===== config.mk =====
export PLATFORM = sky130hd
export DESIGN_NAME = skew_clock_bank
export DESIGN_NICKNAME = d
export VERILOG_FILES = /design/src/rtl/skew_pkg.sv /design/src/rtl/skew_timebase.sv /design/src/rtl/skew_gate.sv /design/src/rtl/skew_clock_bank.sv
export SDC_FILE = /design/constraint.sdc
export NUM_CORES = 1
export LEC_CHECK = 0
export BUFFER_PORTS_ARGS = -buffer_cell sky130_fd_sc_hd__buf_4
export CAP_MARGIN = 15
export CELL_PAD_IN_SITES_DETAIL_PLACEMENT = 0
export CELL_PAD_IN_SITES_GLOBAL_PLACEMENT = 2
export CORE_ASPECT_RATIO = 0.9
export CORE_MARGIN = 4
export CORE_UTILIZATION = 29
export CTS_BUF_LIST = sky130_fd_sc_hd__clkbuf_2
export DETAILED_ROUTE_END_ITERATION = 12
export PLACE_DENSITY_LB_ADDON = 0.1
export SKIP_LAST_GASP = 1
export SLEW_MARGIN = 20
export SYNTH_ARGS = -nofsm -noshare
export SYNTH_HDL_FRONTEND = slang
export SYNTH_SLANG_ARGS = --single-unit

===== constraint.sdc =====
create_clock -name clk -period 4.6 [get_ports clk]
set_input_delay 0.92 -clock clk [delete_from_list [all_inputs] [get_ports clk]]
set_output_delay 0.92 -clock clk [all_outputs]
set_load 0.05 [all_outputs]

===== src/rtl/skew_pkg.sv =====
package skew_pkg;

    typedef enum logic [1:0] {
        LV_LOW  = 2'b00,
        LV_MID  = 2'b01,
        LV_HIGH = 2'b10
    } lvl_t;

    typedef enum logic [1:0] {
        GT_RUN   = 2'b00,
        GT_DRAIN = 2'b01,
        GT_HALT  = 2'b10
    } gate_t;

    localparam logic [3:0] IDX_LL  = 4'd0;
    localparam logic [3:0] IDX_HH  = 4'd8;
    localparam logic [3:0] CODE_MM = 4'b0101;

    // Three-level decode; the unused encoding falls back to MID
    function automatic lvl_t to_lvl(input logic [1:0] raw);
        lvl_t v;
        case (raw)
            2'b00:   v = LV_LOW;
            2'b10:   v = LV_HIGH;
            default: v = LV_MID;
        endcase
        return v;
    endfunction

    // Position of a symbol pair in the order LL, LM, LH, ML, ... HH
    function automatic logic [3:0] code_idx(input logic [3:0] c);
        return 4'(3 * int'(to_lvl(c[3:2])) + int'(to_lvl(c[1:0])));
    endfunction

    // Signed offset in ticks; wide banks step by two
    function automatic int skew_units(input logic [3:0] c, input logic wide);
        int i;
        i = int'(code_idx(c)) - 4;
        return wide ? 2 * i : i;
    endfunction

endpackage


===== src/rtl/skew_timebase.sv =====
module skew_timebase
    import skew_pkg::*;
#(
    parameter int PER_LO  = 44,
    parameter int PER_MID = 26,
    parameter int PER_HI  = 16,
    parameter int PW      = $clog2(PER_LO + 2)
) (
    input  logic          clk,
    input  logic          rst_n,
    input  logic [1:0]    freq_sel,
    output logic [PW-1:0] per,
    output logic          gen
);

    logic [PW-1:0] phase;
    logic [PW-1:0] per_nx;

    always_comb begin
        case (to_lvl(freq_sel))
            LV_LOW:  per_nx = PW'(PER_LO);
            LV_HIGH: per_nx = PW'(PER_HI);
            default: per_nx = PW'(PER_MID);
        endcase
    end

    // Period changes only at a wrap so no cycle is cut short
    always_ff @(posedge clk) begin
        if (!rst_n) begin
            phase <= '0;
            per   <= PW'(PER_MID);
        end else if (phase == per - PW'(1)) begin
            phase <= '0;
            per   <= per_nx;
        end else begin
            phase <= phase + PW'(1);
        end
    end

    assign gen = (phase < (per >> 1));

    AST_PHASE_BOUND: assert property (@(posedge clk) disable iff (!rst_n)
        phase < per);
    AST_PER_LEGAL: assert property (@(posedge clk) disable iff (!rst_n)
        (per == PW'(PER_LO)) || (per == PW'(PER_MID)) || (per == PW'(PER_HI)));
    AST_PER_AT_WRAP: assert property (@(posedge clk) disable iff (!rst_n)
        !$stable(per) |-> ($past(phase) == $past(per) - PW'(1)));

endmodule


===== src/rtl/skew_gate.sv =====
module skew_gate
    import skew_pkg::*;
(
    input  logic clk,
    input  logic rst_n,
    input  logic stop_req,
    input  logic wave,
    output logic out
);

    gate_t state_q, state_d;

    always_comb begin
        state_d = state_q;
        unique case (state_q)
            GT_RUN:   if (stop_req) state_d = wave ? GT_DRAIN : GT_HALT;
            GT_DRAIN: if (!stop_req) state_d = GT_RUN;
                      else if (!wave) state_d = GT_HALT;
            GT_HALT:  if (!stop_req && !wave) state_d = GT_RUN;
            default:  state_d = GT_HALT;
        endcase
    end

    always_ff @(posedge clk) begin
        if (!rst_n) state_q <= GT_RUN;
        else        state_q <= state_d;
    end

    always_comb begin
        out = (state_q == GT_HALT) ? 1'b0 : wave;
    end

    AST_HALT_ENTRY_LOW: assert property (@(posedge clk) disable iff (!rst_n)
        $rose(state_q == GT_HALT) |-> !$past(wave));
    AST_RESUME_LOW: assert property (@(posedge clk) disable iff (!rst_n)
        $fell(state_q == GT_HALT) |-> !$past(wave));
    AST_HALT_NEEDS_REQ: assert property (@(posedge clk) disable iff (!rst_n)
        $rose(state_q == GT_HALT) |-> $past(stop_req));

endmodule


===== src/rtl/skew_clock_bank.sv =====
module skew_clock_bank
    import skew_pkg::*;
#(
    parameter int PER_LO  = 44,
    parameter int PER_MID = 26,
    parameter int PER_HI  = 16
) (
    input  logic       clk,
    input  logic       rst_n,
    input  logic [1:0] freq_sel,
    input  logic [1:0] test_mode,
    input  logic       out_stop,
    input  logic       rise_align,
    input  logic       ref_in,
    input  logic [3:0] skew_a,
    input  logic [3:0] skew_b,
    input  logic [3:0] skew_c,
    output logic [1:0] q_a,
    output logic [1:0] q_b,
    output logic [1:0] q_c,
    output logic [1:0] q_z
);

    localparam int NB = 3;                 // skewed banks; index NB is bank Z
    localparam int HD = PER_LO + 1;        // history depth: lag up to period-1, plus one
    localparam int PW = $clog2(PER_LO + 2);

    logic [PW-1:0]        per;
    logic                 gen;
    logic                 bypass, tmid, refsig;
    logic [HD-1:0]        hist;
    logic                 bnd, fall_ev, div_ev;
    logic [1:0]           divcnt;
    logic                 div2, div4;
    logic [NB-1:0][3:0]   skew_in;
    logic [NB-1:0][3:0]   code_q;
    logic [NB-1:0][PW-1:0] lag_q, lag_d;
    logic [NB:0]          stop_q, stop_d;
    logic [NB:0]          wave, qo;

    skew_timebase #(
        .PER_LO (PER_LO),
        .PER_MID(PER_MID),
        .PER_HI (PER_HI),
        .PW     (PW)
    ) u_tb (
        .clk     (clk),
        .rst_n   (rst_n),
        .freq_sel(freq_sel),
        .per     (per),
        .gen     (gen)
    );

    assign bypass  = (to_lvl(test_mode) != LV_LOW);
    assign tmid    = (to_lvl(test_mode) == LV_MID);
    assign refsig  = bypass ? ref_in : gen;
    assign skew_in = {skew_c, skew_b, skew_a};

    // Rising reference edge is the period boundary
    assign bnd     = hist[0] & ~hist[1];
    assign fall_ev = ~hist[0] & hist[1];
    assign div_ev  = rise_align ? bnd : fall_ev;
    assign div2    = ~divcnt[0];
    assign div4    = ~divcnt[1];

    always_ff @(posedge clk) begin
        if (!rst_n) begin
            hist   <= '0;
            divcnt <= 2'b11;
            code_q <= {NB{CODE_MM}};
            lag_q  <= '0;
            stop_q <= '0;
        end else begin
            hist <= {hist[HD-2:0], refsig};
            if (div_ev) divcnt <= divcnt + 2'd1;
            if (bnd) begin
                code_q <= skew_in;
                lag_q  <= lag_d;
                stop_q <= stop_d;
            end
        end
    end

    for (genvar b = 0; b < NB; b++) begin : g_bank
        localparam logic WIDE = (b == NB - 1);
        int off;

        always_comb begin
            off = skew_units(skew_in[b], WIDE);
            lag_d[b] = (off < 0) ? PW'(int'(per) + off) : PW'(off);
            if (tmid && out_stop) stop_d[b] = (code_idx(skew_in[b]) == IDX_LL);
            else                  stop_d[b] = out_stop && !WIDE;
        end

        if (WIDE) begin : g_div
            always_comb begin
                if (code_idx(code_q[b]) == IDX_LL)      wave[b] = div2;
                else if (code_idx(code_q[b]) == IDX_HH) wave[b] = div4;
                else                                    wave[b] = hist[lag_q[b] + PW'(1)];
            end
        end else begin : g_skew
            assign wave[b] = hist[lag_q[b] + PW'(1)];
        end

        skew_gate u_gate (
            .clk     (clk),
            .rst_n   (rst_n),
            .stop_req(stop_q[b]),
            .wave    (wave[b]),
            .out     (qo[b])
        );
    end

    assign stop_d[NB] = out_stop && !tmid;
    assign wave[NB]   = hist[1];

    skew_gate u_gate_z (
        .clk     (clk),
        .rst_n   (rst_n),
        .stop_req(stop_q[NB]),
        .wave    (wave[NB]),
        .out     (qo[NB])
    );

    assign q_a = {2{qo[0]}};
    assign q_b = {2{qo[1]}};
    assign q_c = {2{qo[2]}};
    assign q_z = {2{qo[NB]}};

    AST_CFG_AT_BND: assert property (@(posedge clk) disable iff (!rst_n)
        (!$stable(lag_q) || !$stable(code_q) || !$stable(stop_q)) |-> $past(bnd));
    AST_DIV_ON_EVENT: assert property (@(posedge clk) disable iff (!rst_n)
        !$stable(divcnt) |-> $past(div_ev));
    AST_C_STOP_ONLY_TEST: assert property (@(posedge clk) disable iff (!rst_n)
        $rose(stop_q[NB-1]) |-> $past(tmid && out_stop));
    AST_Z_STOP_CAUSE: assert property (@(posedge clk) disable iff (!rst_n)
        $rose(stop_q[NB]) |-> $past(out_stop && !tmid));
    AST_RESET_LOW: assert property (@(posedge clk)
        !rst_n |=> (!rst_n -> (qo == '0)));

endmodule


==> results.yml, run 1 <==
run_status:
  status: "finished, final reports clean"
global_routing:
  grt-ovfl-total: 0
  track_usage_pct: 13.1
  grt_pass1_wl_mm: 20.9
  grt_max_degree: 85
  grt_use_met2_pct: 20.1
  grt-busiest-layer: "met2"
  global_route.usage.met3_pct: 3.58
  antenna_found_initial: 0
  grt_pass1_vias: 3809
  use_met1_pct: 18.6
floorplanning:
  io_pins: 29
  die_width_um: 152
  rows: 46
  initial_utilization_pct: 30.0
  fp.dieH_um: 137
  die_area_sq_mm: 0.0208
  fp.coreArea_sq_mm: 0.0179
power_and_ir_drop:
  power.leakage_nw: 2.40
  irDropWorstVdd_mv: 0.0924
  p_per_area_mw_per_mm2: 303
worst_setup_path:
  cpMaxStageDelayCell: "or3_1"
  cpPeakStageDelay_ps: 440
  worst_r2r_endpoint: "g_bank[2].u_gate.state_q[1]"
  r2r_slack_ps: 1860
  path_cells: "or2_2 -> ha_1 -> ha_1 -> fa_1 -> or3_1 -> a211oi_2 -> a31oi_1 -> a21oi_1 -> buf_4"
  regToRegStartpoint: "code_q[11]"
  worstPathRequired_ps: 3680
  crit_buf_inv: 1
  worst_path_most_repeated_cell: "ha_1"
  crit_fanout: 4
  worst_setup_path_end_kind: "output port"
  critical_path_class: "register to output port"
  critPathLaunchType: "register"
  cp.arrival_ps: 3390
  reg2regPathDepth: 8
  critical_path.top_delay_family: "adder cells"
final_layout:
  num_antenna_cells: 0
  final_cell_mix: "89 x dfxtp_1, 47 x and2_1, 45 x nand2_1, 35 x ha_1, 33 x buf_4"
  final_cell_area_sq_mm: 0.00588
  mostFrequentLayoutCell: "dfxtp_1"
  fill_cells: 1859
  nets: 606
  layout-drive-gt1-share_pct: 16.3
  fin_util_pct: 32.8
  area_growth_pct: 9.31
placement:
  place_hpwl_mm: 9.41
  portBuffers: 28
  globalplace.congestion: 0.745
  placed_cell_area_sq_mm: 0.00570
route:
  num_vias: 3840
  route.detailed.drc: 0
  wl_per_cell_um: 16.2
  drt-total-wl_mm: 12.7
  viasPerCell: 4.88
  drt_iter0_drc: 139
  ant_nets: 0
  first_pass_iters: 4
sta:
  hold_violations: 0
  period_needed_ps: 4310
  setup_viol: 0
  finalCritPeriodShare_pct: 93.7
  final_max_slew_viol_count: 0
  rsz0062_at_grt: "false"
  tightest_slew_ps: 826
  fin_tns_setup_ps: 0
  final.setup_skew_ps: 32.3
  max_slew_margin_pct: 44.9
  max_freq_mhz: 232
min_path:
  hp-class: "register to register"
  holdPathStages: 1
  worstHoldStart: "g_bank[2].u_gate.state_q[1]"
  hold_end: "g_bank[2].u_gate.state_q[0]"
clock_tree:
  cts_buffers: 9
  clkTransAtPathRegs_ps: 260
  clk_latency_ps: 590
  cts-htree-levels: 3
  cts_root_buf: "clkbuf_2"
  clkSinkCount: 90
  cts_tree: "done"
  clock_path_buffers: 2
flow_run:
  cap_viol_max_count: 0
synthesis:
  synth_area_leader_cell: "dfxtp_1"
  synth_warnings: 0
  ys_top_cells_by_area: "dfxtp_1 34%, mux4_2 8.8%, ha_1 8.4%"
  synth_cells: 544
  synthesis.nets: 608
  synth-edff-count: 0
  syn_avg_cell_area_sq_um: 9.88
  syn_area_sq_mm: 0.00538
  ys.flop_type: "dfxtp_1"
  ys_seq_area_share_pct: 33.5
  async_reset_ff_share_pct: 0
  ys_types: 61
  synth_top_area_share_pct: 33.5
  synth-seq-cells: 90
synth_stat cells (all sizes together), types with 3 or more instances:
library cell and n:
clkbuf 31, o211a 7, and2 47, nor2 10
inv 29, mux2i 18, nand3 22, xor2 7
or3 3, or2 4, o21ai 10, nor3 7
buf 15, a31oi 3, a21oi 12, nor3b 3
dfxtp 90, nand2b 4, a21boi 19, ha 36
xnor2 18, mux4 24, a211oi 3, mux2 5
nor2b 14, fa 7, a21o 9, o211ai 9
nand2 45
through the flow:
step	worst slack [ps]	cells	hold slack [ps]	power, W
final	289	787	463	0.00178
after CTS	18.5	787	427	0.00182
after global routing	67.8	787	413	0.00189
after global placement	612	771	433	0.00127
after floorplan	932	544	421	0.00118
after detailed placement	546	771	441	0.00127
kinds of logic after synthesis:
group	Yosys count	synth area share, %
mux	47	14.7
buf+inv	76	6.31
compound gates	93	13.0
fa+ha+maj	43	11.0
xor+xnor	25	4.42
simple gates	170	17.1
flops	90	33.5
worst reg2reg max path: stages (launching register included):
cell and delay [ps]:
dfxtp_1 380, or2_2 290, ha_1 280, ha_1 210, fa_1 430, or3_1 440, a31oi_1 310, nand2_1 90
a32o_1 250
final cells by class:
class,count,area [sq um],share of cell area [%]
multi-input combinational,378,3250,55.4
clock buffer,11,55.1,0.937
timing repair buffer,33,248,4.22
tap,240,300,5.11
inverter,30,113,1.92
clock inverter,5,103,1.75
sequential,90,1800,30.7
worst max path at each step:
stage,startpoint,end,cells past startpoint
floorplan,skew_a[2],lag_q[5],13
global placement,lag_q[6],q_b[1],8
detailed placement,lag_q[6],q_b[0],8
CTS,lag_q[6],q_b[0],8
global route,code_q[11],q_c[1],9
finish,code_q[11],q_c[0],9
registers in the layout, indices dropped and copies added (netlist names):
register	count
stop_q	4
hist	45
divcnt	2
u_tb.per	4
code_q	4
u_tb.phase	6
g_bank.u_gate.state_q	6
lag_q	17
u_gate_z.state_q	2
where the power goes:
part	leakage (nW)	switching [W]	internal, W	total (W)
clock	0.0938	0.000287	0.000238	0.000524
sequential	0.730	0.0000343	0.000805	0.000839
combinational	1.58	0.000232	0.000185	0.000417
repair_timing:
| action | CTS | global route |
|---|---|---|
| hold buffers | 0 | 0 |
| setup buffers | 0 | 0 |
| resized for setup | 1 | 3 |
| endpoints found under the setup margin | 2 | 4 |
metal layers:
| layer | wire length, um | vias up |
|---|---|---|
| met5 | 0 | - |
| met4 | 98 | 0 |
| met3 | 542 | 8 |
| met2 | 5480 | 57 |
| met1 | 6610 | 1877 |
| li1 | - | 1898 |
Note: power is estimated with default switching activity, not from simulation.
==> run 2, diff against run 1 <==
RECOVER_POWER = 50   (was unset)
==> results.yml, run 2 (synthesized netlist as in run 1, its figures left out) <==
run_status:
  status: "complete, but fails checks"
  violations: "max-capacitance violations, max-slew violations"
final_layout:
  fill_cells: 1859
  layout-drive-gt1-share_pct: 16.1
  area_growth_pct: 9.24
  final_cell_mix: "89 x dfxtp_1, 45 x nand2_1, 35 x ha_1, 32 x buf_4, 30 x and2_1"
  largest_register_ffs: 45
  nets: 606
  regMostFlops: "hist"
  reg_top3: "hist: 45 flops, lag_q: 17 flops"
  mostFrequentLayoutCell: "dfxtp_1"
  layoutNonFillerInstCount: 787
  num_antenna_cells: 0
worst_setup_path:
  worst_setup_path_end_kind: "output port"
  worstPathRequired_ps: 3680
  r2r_slack_ps: 1850
  worst_path_most_repeated_cell: "ha_1"
  critical_path_class: "register to output port"
  path_cells: "or2_2 -> ha_1 -> ha_1 -> fa_1 -> or3_1 -> a211oi_2 -> a31oi_1 -> a21oi_1 -> buf_4"
  cp.arrival_ps: 3380
  worst_r2r_endpoint: "g_bank[2].u_gate.state_q[1]"
  crit_fanout: 4
  regToRegStartpoint: "code_q[11]"
  cpMaxStageDelayCell: "or3_1"
  crit_buf_inv: 1
  critical_path.top_delay_family: "adder cells"
  cpPeakStageDelay_ps: 440
  critPathLaunchType: "register"
  reg2regPathDepth: 8
global_routing:
  grt_pass1_wl_mm: 20.9
  global_route.usage.met3_pct: 3.58
  grt-busiest-layer: "met2"
  use_met1_pct: 18.6
  grt_pass1_vias: 3809
  grt_max_degree: 85
  grt_use_met2_pct: 20.1
  antenna_found_initial: 0
  grt-ovfl-total: 0
  track_usage_pct: 13.1
floorplanning:
  initial_utilization_pct: 30.0
  rows: 46
  fp.coreArea_sq_mm: 0.0179
  io_pins: 29
  die_width_um: 152
  fp.dieH_um: 137
  die_area_sq_mm: 0.0208
clock_tree:
  cts_tree: "done"
  cts_root_buf: "clkbuf_2"
  cts_buffers: 9
  clk_latency_ps: 590
  postCtsSetupBuffers: 0
  clkTransAtPathRegs_ps: 250
  clock_path_buffers: 2
  ctsHoldBuffers: 0
  clkSinkCount: 90
  cts-htree-levels: 3
sta:
  setup_viol: 0
  fin_tns_setup_ps: 0
  period_needed_ps: 4300
  rsz0062_at_grt: "false"
  max_freq_mhz: 232
  tightest_slew_ps: 3120
  final.setup_skew_ps: 32.2
  final_max_slew_viol_count: 85
  max_slew_margin_pct: -108
  hold_violations: 0
  finalCritPeriodShare_pct: 93.6
route:
  wl_per_cell_um: 16.1
  viasPerCell: 4.86
  ant_nets: 0
  first_pass_iters: 4
  route.detailed.drc: 0
  drt-total-wl_mm: 12.7
  drt_iter0_drc: 153
  num_vias: 3822
min_path:
  hp-class: "register to register"
  worstHoldStart: "g_bank[2].u_gate.state_q[1]"
  hold_end: "g_bank[2].u_gate.state_q[0]"
  holdPathStages: 1
power_and_ir_drop:
  power.leakage_nw: 2.38
  irDropWorstVdd_mv: 0.0925
  p_per_area_mw_per_mm2: 303
placement:
  place_hpwl_mm: 9.41
  globalplace.congestion: 0.745
  portBuffers: 28
  place_inst: 771
flow_run:
  cap_viol_max_count: 1
-- run 2: area by class of cell --
class	count	area, sq um	area share [%]
sequential	90	1800	30.7
inverter	30	113	1.92
timing repair buffer	33	244	4.16
clock inverter	5	103	1.75
multi-input combinational	378	3250	55.4
clock buffer	11	55.1	0.938
tap	240	300	5.11
-- run 2: metal layers --
layer | share of wire [%] | up-vias
li1 | - | 1897
met1 | 52 | 1863
met2 | 43 | 54
met3 | 3.9 | 8
met4 | 0.78 | 0
met5 | 0 | -
-- run 2: timing repair --
| item | 4_1_cts | 5_1_grt |
|---|---|---|
| setup endpoints to repair | 2 | 4 |
| pin swaps | 0 | 0 |
| hold endpoints to repair | 0 | 0 |
| resized for setup | 1 | 3 |
-- run 2: per-stage QoR --
stage | worst slack [ps] | area, sq um | utilization [%] | total power (W) | hold slack, ps
finish | 296 | 5870 | 32.8 | 0.00178 | 463
global route | 67.8 | 5870 | 32.8 | 0.00189 | 413
CTS | 18.5 | 5860 | 32.7 | 0.00182 | 427
detailed placement | 546 | 5700 | 31.8 | 0.00127 | 441
global placement | 612 | 5700 | 31.8 | 0.00127 | 433
floorplan | 932 | 5380 | - | 0.00118 | 421
-- run 2: power breakdown --
group / switching (W) / internal [W] / leakage, nW
sequential: 0.0000344 / 0.000805 / 0.730
clock: 0.000286 / 0.000238 / 0.0938
combinational: 0.000232 / 0.000186 / 1.56
total: 0.000553 / 0.00123 / 2.38
-- run 2: worst max-delay path by stage --
stage	slack (ps)	endpoint	depth (start not counted)	startpoint
6_report	300	q_c[0]	9	code_q[11]
5_1_grt	70	q_c[1]	9	code_q[11]
4_1_cts	20	q_b[0]	8	lag_q[6]
3_5_place_dp	550	q_b[0]	8	lag_q[6]
3_3_place_gp	610	q_b[1]	8	lag_q[6]
2_1_floorplan	930	lag_q[5]	13	skew_a[2]
